--- config.mk ---
export PLATFORM = sky130hd
export DESIGN_NAME = timer_csr
export DESIGN_NICKNAME = d
export VERILOG_FILES = /design/src/rtl/tcr_pkg.sv /design/src/rtl/tcr_irq.sv /design/src/rtl/tcr_period.sv /design/src/rtl/tcr_capture.sv /design/src/rtl/tcr_rdmux.sv /design/src/rtl/timer_csr.sv
export SDC_FILE = /design/constraint.sdc
export NUM_CORES = 1
export LEC_CHECK = 0
export ABC_CLOCK_PERIOD_IN_PS = 2270
export BUFFER_PORTS_ARGS = -buffer_cell sky130_fd_sc_hd__buf_2
export CORE_MARGIN = 2
export CORE_UTILIZATION = 41
export DETAILED_ROUTE_END_ITERATION = 10
export PLACE_DENSITY_LB_ADDON = 0.1
export SLEW_MARGIN = 20
export SYNTH_ARGS = -nofsm -noshare
export SYNTH_HDL_FRONTEND = slang
export SYNTH_SLANG_ARGS = --single-unit
--- constraint.sdc ---
create_clock -name clk -period 2.27 [get_ports clk]
set_input_delay 0.454 -clock clk [delete_from_list [all_inputs] [get_ports clk]]
set_output_delay 0.454 -clock clk [all_outputs]
set_load 0.005 [all_outputs]
--- src/rtl/tcr_pkg.sv ---
package tcr_pkg;
    localparam int DATA_W   = 32;
    localparam int ADDR_W   = 8;
    localparam int SEC_W    = 48;
    localparam int NS_W     = 30;
    localparam int PER_W    = 56;
    localparam int SEC_HI_W = SEC_W - DATA_W;
    localparam int PER_HI_W = PER_W - DATA_W;

    // word addresses
    localparam logic [ADDR_W-1:0] A_CFG     = 8'h00;
    localparam logic [ADDR_W-1:0] A_SNAP    = 8'h04;
    localparam logic [ADDR_W-1:0] A_IEN     = 8'h08;
    localparam logic [ADDR_W-1:0] A_ISTAT   = 8'h0C;
    localparam logic [ADDR_W-1:0] A_LSEC_LO = 8'h10;
    localparam logic [ADDR_W-1:0] A_LSEC_HI = 8'h14;
    localparam logic [ADDR_W-1:0] A_LNS     = 8'h18;
    localparam logic [ADDR_W-1:0] A_LOAD    = 8'h1C;
    localparam logic [ADDR_W-1:0] A_OSEC_LO = 8'h20;
    localparam logic [ADDR_W-1:0] A_OSEC_HI = 8'h24;
    localparam logic [ADDR_W-1:0] A_ONS     = 8'h28;
    localparam logic [ADDR_W-1:0] A_PER_LO  = 8'h2C;
    localparam logic [ADDR_W-1:0] A_PER_HI  = 8'h30;
    localparam logic [ADDR_W-1:0] A_TRIM    = 8'h34;
    localparam logic [ADDR_W-1:0] A_CSEC_LO = 8'h40;
    localparam logic [ADDR_W-1:0] A_CSEC_HI = 8'h44;
    localparam logic [ADDR_W-1:0] A_CNS     = 8'h48;

    localparam int TRIG_SNAP_BIT = 0;
    localparam int TRIG_TIME_BIT = 0;
    localparam int TRIG_OFFS_BIT = 1;

    localparam int IRQ_INT_BIT = 0;
    localparam int IRQ_EXT_BIT = 16;
    localparam logic [DATA_W-1:0] IRQ_MASK =
        (DATA_W'(1) << IRQ_INT_BIT) | (DATA_W'(1) << IRQ_EXT_BIT);

    localparam int CFG_PORT_LSB = 16;
    localparam logic [DATA_W-1:0] CFG_CTRL_MASK = 32'h0000_003F;

    typedef struct packed {
        logic [SEC_W-1:0] sec;
        logic [NS_W-1:0]  ns;
    } tod_t;

    function automatic logic [ADDR_W-1:0] word_addr(input logic [ADDR_W-1:0] a);
        return {a[ADDR_W-1:2], 2'b00};
    endfunction
endpackage

--- src/rtl/tcr_irq.sv ---
module tcr_irq
    import tcr_pkg::*;
(
    input  logic              clk,
    input  logic              rst,
    input  logic              en_wr,
    input  logic              st_wr,
    input  logic [DATA_W-1:0] wdata,
    input  logic              evt_int,
    input  logic              evt_ext,
    output logic [DATA_W-1:0] ien,
    output logic [DATA_W-1:0] istat,
    output logic              irq
);
    logic [DATA_W-1:0] evt_vec;
    logic [DATA_W-1:0] clr_vec;

    always_comb begin
        evt_vec = '0;
        evt_vec[IRQ_INT_BIT] = evt_int;
        evt_vec[IRQ_EXT_BIT] = evt_ext;
        clr_vec = st_wr ? wdata : '0;
    end

    always_ff @(posedge clk) begin
        if (rst) begin
            ien   <= '0;
            istat <= '0;
        end else begin
            if (en_wr) ien <= wdata & IRQ_MASK;
            // a setting event outranks a clear in the same cycle
            istat <= ((istat & ~clr_vec) | evt_vec) & IRQ_MASK;
        end
    end

    assign irq = |(istat & ien);

    p_evt_wins_int_r4: assert property (@(posedge clk) disable iff (rst)
        $past(evt_int && !rst) |-> istat[IRQ_INT_BIT]);
    p_evt_wins_ext_r4: assert property (@(posedge clk) disable iff (rst)
        $past(evt_ext && !rst) |-> istat[IRQ_EXT_BIT]);
    p_zero_clear_keeps_r4: assert property (@(posedge clk) disable iff (rst)
        $past(!rst && st_wr && !wdata[IRQ_INT_BIT] && istat[IRQ_INT_BIT])
        |-> istat[IRQ_INT_BIT]);
endmodule

--- src/rtl/tcr_period.sv ---
module tcr_period
    import tcr_pkg::*;
#(
    parameter logic [PER_W-1:0] PERIOD_RST = 56'h03_3333_3333_3333
) (
    input  logic              clk,
    input  logic              rst,
    input  logic              wr_lo,
    input  logic              wr_hi,
    input  logic [DATA_W-1:0] wdata,
    output logic [PER_W-1:0]  period,
    output logic              commit
);
    logic [DATA_W-1:0] lo_stage;

    always_ff @(posedge clk) begin
        if (rst) begin
            lo_stage <= PERIOD_RST[DATA_W-1:0];
            period   <= PERIOD_RST;
            commit   <= 1'b0;
        end else begin
            commit <= wr_hi;
            if (wr_lo) lo_stage <= wdata;
            if (wr_hi) period <= {wdata[PER_HI_W-1:0], lo_stage};
        end
    end

    p_period_stable_r6: assert property (@(posedge clk) disable iff (rst)
        !commit && !$past(rst) |-> $stable(period));
endmodule

--- src/rtl/tcr_capture.sv ---
module tcr_capture
    import tcr_pkg::*;
(
    input  logic clk,
    input  logic rst,
    input  logic cap_valid,
    input  tod_t cap_in,
    output tod_t held
);
    always_ff @(posedge clk) begin
        if (rst)            held <= '0;
        else if (cap_valid) held <= cap_in;
    end

    p_cap_hold_r9: assert property (@(posedge clk) disable iff (rst)
        !$past(cap_valid) && !$past(rst) |-> $stable(held));
endmodule

--- src/rtl/tcr_rdmux.sv ---
module tcr_rdmux
    import tcr_pkg::*;
(
    input  logic              clk,
    input  logic              rst,
    input  logic              rd_en,
    input  logic [ADDR_W-1:0] addr,
    input  logic [DATA_W-1:0] cfg,
    input  logic [DATA_W-1:0] ien,
    input  logic [DATA_W-1:0] istat,
    input  tod_t              load,
    input  tod_t              offs,
    input  logic [PER_W-1:0]  period,
    input  tod_t              cap,
    output logic              rsp_valid,
    output logic [DATA_W-1:0] rsp_rdata
);
    logic [DATA_W-1:0] sel;

    always_comb begin
        unique case (addr)
            A_CFG:     sel = cfg;
            A_IEN:     sel = ien;
            A_ISTAT:   sel = istat;
            A_LSEC_LO: sel = load.sec[DATA_W-1:0];
            A_LSEC_HI: sel = DATA_W'(load.sec[SEC_W-1:DATA_W]);
            A_LNS:     sel = DATA_W'(load.ns);
            A_OSEC_LO: sel = offs.sec[DATA_W-1:0];
            A_OSEC_HI: sel = DATA_W'(offs.sec[SEC_W-1:DATA_W]);
            A_ONS:     sel = DATA_W'(offs.ns);
            A_PER_LO:  sel = period[DATA_W-1:0];
            A_PER_HI:  sel = DATA_W'(period[PER_W-1:DATA_W]);
            A_CSEC_LO: sel = cap.sec[DATA_W-1:0];
            A_CSEC_HI: sel = DATA_W'(cap.sec[SEC_W-1:DATA_W]);
            A_CNS:     sel = DATA_W'(cap.ns);
            default:   sel = '0;
        endcase
    end

    always_ff @(posedge clk) begin
        if (rst) begin
            rsp_valid <= 1'b0;
            rsp_rdata <= '0;
        end else begin
            rsp_valid <= rd_en;
            rsp_rdata <= rd_en ? sel : '0;
        end
    end

    p_trig_reads_zero_r2: assert property (@(posedge clk) disable iff (rst)
        rsp_valid && ($past(addr) == A_SNAP || $past(addr) == A_LOAD) |-> rsp_rdata == '0);
    p_wo_reads_zero_r3: assert property (@(posedge clk) disable iff (rst)
        rsp_valid && $past(addr) == A_TRIM |-> rsp_rdata == '0);
endmodule

--- src/rtl/timer_csr.sv ---
module timer_csr
    import tcr_pkg::*;
#(
    parameter int               NPORTS     = 4,
    parameter logic [PER_W-1:0] PERIOD_RST = 56'h03_3333_3333_3333
) (
    input  logic              clk,
    input  logic              rst,
    input  logic              req_valid,
    input  logic              req_write,
    input  logic [ADDR_W-1:0] req_addr,
    input  logic [DATA_W-1:0] req_wdata,
    output logic              rsp_valid,
    output logic [DATA_W-1:0] rsp_rdata,
    input  logic              pps_int_evt,
    input  logic              pps_ext_evt,
    input  logic              cap_valid,
    input  logic [SEC_W-1:0]  cap_sec,
    input  logic [NS_W-1:0]   cap_ns,
    output logic              tmr_en,
    output logic              ext_bus_en,
    output logic [1:0]        ovr_mode,
    output logic              auto_refresh,
    output logic              snap_on_pps,
    output logic [NPORTS-1:0] port_en,
    output logic              snap_pulse,
    output logic              time_load_pulse,
    output logic              offs_load_pulse,
    output logic [SEC_W-1:0]  load_sec,
    output logic [NS_W-1:0]   load_ns,
    output logic [SEC_W-1:0]  offs_sec,
    output logic [NS_W-1:0]   offs_ns,
    output logic [PER_W-1:0]  period,
    output logic              period_commit,
    output logic [DATA_W-1:0] trim_value,
    output logic              irq
);
    localparam logic [DATA_W-1:0] PORT_MASK =
        ((DATA_W'(1) << NPORTS) - DATA_W'(1)) << CFG_PORT_LSB;
    localparam logic [DATA_W-1:0] CFG_MASK = PORT_MASK | CFG_CTRL_MASK;

    logic              wr_en, rd_en;
    logic [ADDR_W-1:0] wa;
    logic [DATA_W-1:0] cfg_q, trim_q, ien, istat;
    tod_t              load_q, offs_q, cap_q, cap_in;
    logic              snap_q, tload_q, oload_q;

    assign wr_en = req_valid & req_write;
    assign rd_en = req_valid & ~req_write;
    assign wa    = word_addr(req_addr);

    always_ff @(posedge clk) begin
        if (rst) begin
            cfg_q   <= '0;
            trim_q  <= '0;
            load_q  <= '0;
            offs_q  <= '0;
            snap_q  <= 1'b0;
            tload_q <= 1'b0;
            oload_q <= 1'b0;
        end else begin
            snap_q  <= wr_en && wa == A_SNAP && req_wdata[TRIG_SNAP_BIT];
            tload_q <= wr_en && wa == A_LOAD && req_wdata[TRIG_TIME_BIT];
            oload_q <= wr_en && wa == A_LOAD && req_wdata[TRIG_OFFS_BIT];
            if (wr_en) begin
                case (wa)
                    A_CFG:     cfg_q <= req_wdata & CFG_MASK;
                    A_LSEC_LO: load_q.sec[DATA_W-1:0]     <= req_wdata;
                    A_LSEC_HI: load_q.sec[SEC_W-1:DATA_W] <= req_wdata[SEC_HI_W-1:0];
                    A_LNS:     load_q.ns                  <= req_wdata[NS_W-1:0];
                    A_OSEC_LO: offs_q.sec[DATA_W-1:0]     <= req_wdata;
                    A_OSEC_HI: offs_q.sec[SEC_W-1:DATA_W] <= req_wdata[SEC_HI_W-1:0];
                    A_ONS:     offs_q.ns                  <= req_wdata[NS_W-1:0];
                    A_TRIM:    trim_q <= req_wdata;
                    default:   ;
                endcase
            end
        end
    end

    tcr_irq u_irq (
        .clk     (clk),
        .rst     (rst),
        .en_wr   (wr_en && wa == A_IEN),
        .st_wr   (wr_en && wa == A_ISTAT),
        .wdata   (req_wdata),
        .evt_int (pps_int_evt),
        .evt_ext (pps_ext_evt),
        .ien     (ien),
        .istat   (istat),
        .irq     (irq)
    );

    tcr_period #(.PERIOD_RST(PERIOD_RST)) u_period (
        .clk    (clk),
        .rst    (rst),
        .wr_lo  (wr_en && wa == A_PER_LO),
        .wr_hi  (wr_en && wa == A_PER_HI),
        .wdata  (req_wdata),
        .period (period),
        .commit (period_commit)
    );

    assign cap_in.sec = cap_sec;
    assign cap_in.ns  = cap_ns;

    tcr_capture u_capture (
        .clk       (clk),
        .rst       (rst),
        .cap_valid (cap_valid),
        .cap_in    (cap_in),
        .held      (cap_q)
    );

    tcr_rdmux u_rdmux (
        .clk       (clk),
        .rst       (rst),
        .rd_en     (rd_en),
        .addr      (wa),
        .cfg       (cfg_q),
        .ien       (ien),
        .istat     (istat),
        .load      (load_q),
        .offs      (offs_q),
        .period    (period),
        .cap       (cap_q),
        .rsp_valid (rsp_valid),
        .rsp_rdata (rsp_rdata)
    );

    assign tmr_en          = cfg_q[0];
    assign ext_bus_en      = cfg_q[1];
    assign ovr_mode        = cfg_q[3:2];
    assign auto_refresh    = cfg_q[4];
    assign snap_on_pps     = cfg_q[5];
    assign port_en         = cfg_q[CFG_PORT_LSB +: NPORTS];
    assign snap_pulse      = snap_q;
    assign time_load_pulse = tload_q;
    assign offs_load_pulse = oload_q;
    assign load_sec        = load_q.sec;
    assign load_ns         = load_q.ns;
    assign offs_sec        = offs_q.sec;
    assign offs_ns         = offs_q.ns;
    assign trim_value      = trim_q;

    p_snap_cause_r2: assert property (@(posedge clk) disable iff (rst)
        snap_pulse |-> $past(req_valid && req_write &&
                             word_addr(req_addr) == A_SNAP && req_wdata[TRIG_SNAP_BIT]));
    p_zero_no_load_r2: assert property (@(posedge clk) disable iff (rst)
        $past(!rst && req_valid && req_write && word_addr(req_addr) == A_LOAD &&
              !req_wdata[TRIG_TIME_BIT]) |-> !time_load_pulse);
    p_cfg_reserved_r7: assert property (@(posedge clk) disable iff (rst)
        rsp_valid && $past(word_addr(req_addr)) == A_CFG |-> (rsp_rdata & ~CFG_MASK) == '0);
endmodule

# After elaboration in Yosys (flattened, before gate mapping)
# Index checks and enable logic that the tools add are counted.
[word_totals] romBits=0 inputBits=125 mem_count=0 latchBits=0 word_cells=66 regBits=405 mem_bits_rw=0
[classes] multipliers=0 addsub=0 n_eq_ne=16 magnitude_cmp=0 div_mod_pow=0 n_shift=0 n_reduce_logical=20 bitwise_logic=8 muxes=2
[ops] op="$pmux W32 S14" n=1
[ops] op="$eq A6 B4 Y1 const B" n=6
[ops] op="$and A17 B17 Y17" n=2
[ops] op="$reduce_or A32 Y1" n=1
[ops] op="$eq A6 B3 Y1 const B" n=4
[ops] op="$eq A6 B5 Y1 const B" n=3
[ops] op="$mux W17" n=1
[ops] op="$not A17 Y17" n=1
[ops] op="$or A17 B17 Y17" n=1
[ops] op="$reduce_and A2 Y1" n=8
[ops] op="$eq A6 B2 Y1 const B" n=2
[ops] op="$logic_and A1 B1 Y1" n=9
[ops] op="$logic_not A8 Y1" n=1
[ops] op="$eq A6 B1 Y1 const B" n=1
[ops] op="$and A1 B1 Y1" n=2
[ops] op="$not A1 Y1" n=2
[ops] op="$reduce_or A2 Y1" n=1

# Logic depth before layout (Yosys ltp)
[logic_depth] depth_word=6 ltp_mapped=8 depth_no_buf=4

# Cells and area by module
# From an unflattened synthesis, not the netlist that was laid out.
[unflattened] hier_cells=1870 hier_area_um2=18984.5
[modules_own_cells] mod="timer_csr" instances=1 area_per_inst_um2=7941.4 cells_per_inst=707
[modules_own_cells] mod="tcr_rdmux" instances=1 area_per_inst_um2=4413.0 cells_per_inst=545
[modules_own_cells] mod="tcr_period" instances=1 area_per_inst_um2=3256.9 cells_per_inst=290
[modules_own_cells] mod="tcr_capture" instances=1 area_per_inst_um2=2770.2 cells_per_inst=252
[modules_own_cells] mod="tcr_irq" instances=1 area_per_inst_um2=603.1 cells_per_inst=76

# Worst setup path after synthesis
# OpenSTA, ideal clock, no wires.
[synth_path] path_kind="input to register" from="in req_addr[5]" to="reg load_q (netlist bit load_sec[38])" setup_ps=132 path_buffers=2 arrival_time_ps=1790 required_ps=2138 cell_stages=6 path_slack_ps=348 path_cell_list="buf_4 -> nor4b_2 -> nand3_1 -> buf_2 -> nand2_1 -> a21oi_1"
[synth_between] elab_chain_cells=2
[synth_lines] item="start: declaration" line="timer_csr.sv:11" text="input logic [ADDR_W-1:0] req_addr,"
[synth_lines] item="$eq A6 B3 Y1" line="timer_csr.sv:66" text="case (wa)"
[synth_lines] item="$reduce_and A2 Y1 (no line)"
[synth_lines] item="end: declaration" line="timer_csr.sv:45" text="tod_t load_q, offs_q, cap_q, cap_in;"
# Every way passes these cells.
# A chain may end at the register's enable or synchronous reset.

# Worst setup path after layout
[layout_path] from="reg u_irq.istat[0]" to="out irq"
[layout_between] elab_chain_cells=2
[layout_lines] item="start: declaration" line="tcr_irq.sv:12" text="output logic [DATA_W-1:0] istat,"
[layout_lines] item="start signal: assignment" line="tcr_irq.sv:32" text="istat <= ((istat & ~clr_vec) | evt_vec) & IRQ_MASK;"
[layout_lines] item="$and A17 B17 Y17" line="tcr_irq.sv:36" text="assign irq = |(istat & ien);"
[layout_lines] item="$reduce_or A32 Y1" line="tcr_irq.sv:36"
[layout_lines] item="end: declaration" line="timer_csr.sv:36" text="output logic irq"
# Every way passes these cells.

==> results_dict.tcl <==
set metrics [dict create \
    fillers 3794 \
    die_y_um 204 \
    tns_ns 0 \
    clkSinkCount 405 \
    min_from "pps_ext_evt" \
    numCtsBuffers 46 \
    path_delay_family "flip-flops" \
    rows 73 \
    synthArstFlopShare_pct 0 \
    place_congestion 0.889 \
    slew_headroom_pct 32.8 \
    r2r_end "u_rdmux.rsp_rdata[1]$_SDFF_PP0_" \
    grt_pass1_wl_mm 90.6 \
    slowest_stage "dfxtp_1" \
    placed_cell_area_sq_um 19300 \
    mostFrequentLayoutCells "nand2_1, buf_2, dfxtp_1" \
    drt_drc_violations_left 0 \
    insertion_delay_ns 0.57 \
    synth_area_per_cell_sq_um 8.56 \
    setup_viol 0 \
    critPathLaunchType "register" \
    cts.clk_slew.worst_paths_ns 0.06 \
    dp_hpwl_mm 44.1 \
    core_area_sq_um 39500 \
    critPathCaptureType "output port" \
    synth-edff-count 0 \
    fin_area_sq_um 20800 \
    p_per_area_nw_per_um2 745 \
    post_cts_buffers 0 \
    cp.arrival_ns 1.25 \
    yosysSeqAreaShare_pct 49.6 \
    instances_no_fill 2844 \
    synth_nets 2032 \
    drt_iter0_drc 1414 \
    whs_ns 0.0978 \
    grt_pass1_vias 14310 \
    cpPeakStageDelay_ns 0.32 \
    antenna_found_initial 5 \
    total_power_mw 15.5 \
    drive_above_1_share_pct 26.5 \
    ff2ff_path_depth 5 \
    start_util_pct 41.3 \
    finalHoldViolations 0 \
    yosysTopAreaCellShare_pct 49.6 \
    yosysWarnings 0 \
    syn_area_sq_um 16300 \
    whs_path_depth 3 \
    cp_num_buf_inv 1 \
    hp-class "input port to register" \
    crit_required_ns 1.82 \
    grt_max_degree 213 \
    ir_drop_mv 0.670 \
    finalWirelength_mm 62.2 \
    dp.cells 2759 \
    htree_levels 2 \
    ios 417 \
    path_max_fanout 3 \
    cts_tree "built" \
    yosysTopAreaCell "dfxtp_1" \
    period_needed_ns 1.71 \
    syn2layout_area_growth_pct 27.4 \
    crit_chain "a22o_1, buf_2" \
    grt_use_total_pct 29.1 \
    clockBufferDepth 3 \
    final-max-slew-violation-count 0 \
    port_buffers 414 \
    via_per_inst 5.33 \
    grt_setup_unrepaired "false" \
    layout_worst_path_cycle_share_pct 75.3 \
    synth_cells 1907 \
    p_leak_nw 8.86 \
    first_pass_iters 6 \
    die_x_um 204 \
    min_to "u_irq.istat[16]$_SDFF_PP0_" \
    fmax_ghz 0.585 \
    postCtsResizedCells 0 \
    ys_types 49 \
    worstSetupPathType "register to output port" \
    worstReg2RegStart "u_period.period[1]$_SDFFE_PP1P_" \
    clockRootBuffer "clkbuf_16" \
    tightestPinTransition_ns 1.01 \
    max_cap_violations 0 \
    ant_nets 0 \
    cts_hold_buf 0 \
    dieArea_sq_um 41400 \
    ys_ff_latch 405 \
    fin_nets 2407 \
    synth_area_leaders "dfxtp_1, nand2_1, mux2i_1, a21oi_1, clkbuf_1" \
    status "finished clean" \
    r2r_slack_ns 0.65 \
    finClkSkew_ns 0.0137 \
    wl_per_cell_um 21.9 \
    vias 15161 \
    synth_ff_type "dfxtp_1" \
    grt_remaining_overflow 0 \
    mostFrequentLayoutCell "nand2_1" \
]
-- cell usage after synthesis, types with 4 or more instances --
cell       number
nor2_1        101
mux2_2         14
a22o_1         20
and2_1          5
o2bb2ai_1      21
a31oi_1        20
a21oi_1       252
nand2_1       580
nand2b_1        5
nor3_1          8
buf_4           7
buf_6           5
clkbuf_1      102
nor3_2          4
dfxtp_1       405
nand3b_1       42
o22a_1          7
mux4_2         12
mux2i_1       138
a222oi_1        7
nand3_1        11
a2bb2oi_1       5
buf_1          13
or3_1           4
buf_2          40
a22oi_1        44
-- logic make-up after synthesis --
family	synth area share, %
muxes	11.1
and+or+nand+nor	20.5
DFF	49.6
AOI/OAI and AO/OA	14.2
buffers and inverters	4.57
-- report_power, final --
part | switching [mW] | internal [mW] | total (mW)
Sequential | 0.0606 | 7.21 | 7.27
Clock | 2.97 | 4.31 | 7.28
Combinational | 0.598 | 0.358 | 0.956
Total | 3.63 | 11.9 | 15.5
-- sequential cells by signal (all words and copies together) (netlist names) --
signal	count
u_capture.held	78
u_period.period	56
load_sec	48
offs_sec	48
trim_value	32
u_period.lo_stage	32
u_rdmux.rsp_rdata	32
load_ns	30
offs_ns	30
cfg_q	10
u_irq.ien	2
u_irq.istat	2
offs_load_pulse	1
snap_pulse	1
time_load_pulse	1
u_period.commit	1
u_rdmux.rsp_valid	1
-- worst reg2reg max path: stages (launching register included) --
cell       delay (ns)
dfxtp_1          0.32
mux2i_1          0.34
nor3_1           0.08
a2111oi_0        0.45
buf_4            0.21
a21oi_1          0.07
-- stage by stage --
step / util (%) / worst slack (ns)
2_1_floorplan: - / 0.348
3_3_place_gp: 48.8 / 0.109
3_5_place_dp: 48.8 / 0.0554
4_1_cts: 52.6 / 0.534
5_1_grt: 52.6 / 0.491
6_report: 52.6 / 0.562
-- cell type report --
type                    instances  area (sq um)  area share, %
diodes                          4          10.0         0.0481
clock inverters                11          66.3          0.319
repair buffers                495          3010           14.5
clock buffers                  70          1430           6.85
flip-flops and latches        405          8110           39.0
well taps                     525           657           3.16
multi-input cells            1334          7530           36.2
-- per-layer routing --
| layer | up-vias | global-route usage (%) | wire, um | share of wire (%) |
|---|---|---|---|---|
| li1 | 7240 | - | - | - |
| met1 | 7138 | 41.2 | 28300 | 46 |
| met2 | 673 | 42.3 | 26100 | 42 |
| met3 | 108 | 6.94 | 5440 | 8.7 |
| met4 | 2 | 12.0 | 2290 | 3.7 |
| met5 | - | 0 | 8 | 0.013 |
-- worst max path at each step --
| stage | from | end | slack (ns) | cells after the start |
|---|---|---|---|---|
| 2_1_floorplan | req_addr[5] | load_sec[38]$_SDFFE_PP0P_ | 0.35 | 6 |
| 3_3_place_gp | req_addr[5] | u_rdmux.rsp_rdata[20]$_SDFF_PP0_ | 0.11 | 7 |
| 3_5_place_dp | req_addr[5] | u_rdmux.rsp_rdata[23]$_SDFF_PP0_ | 0.06 | 7 |
| 4_1_cts | u_irq.istat[0]$_SDFF_PP0_ | irq | 0.53 | 2 |
| 5_1_grt | u_irq.istat[0]$_SDFF_PP0_ | irq | 0.49 | 2 |
| 6_report | u_irq.istat[0]$_SDFF_PP0_ | irq | 0.56 | 2 |
No activity file was read; power rests on OpenSTA's default activity.
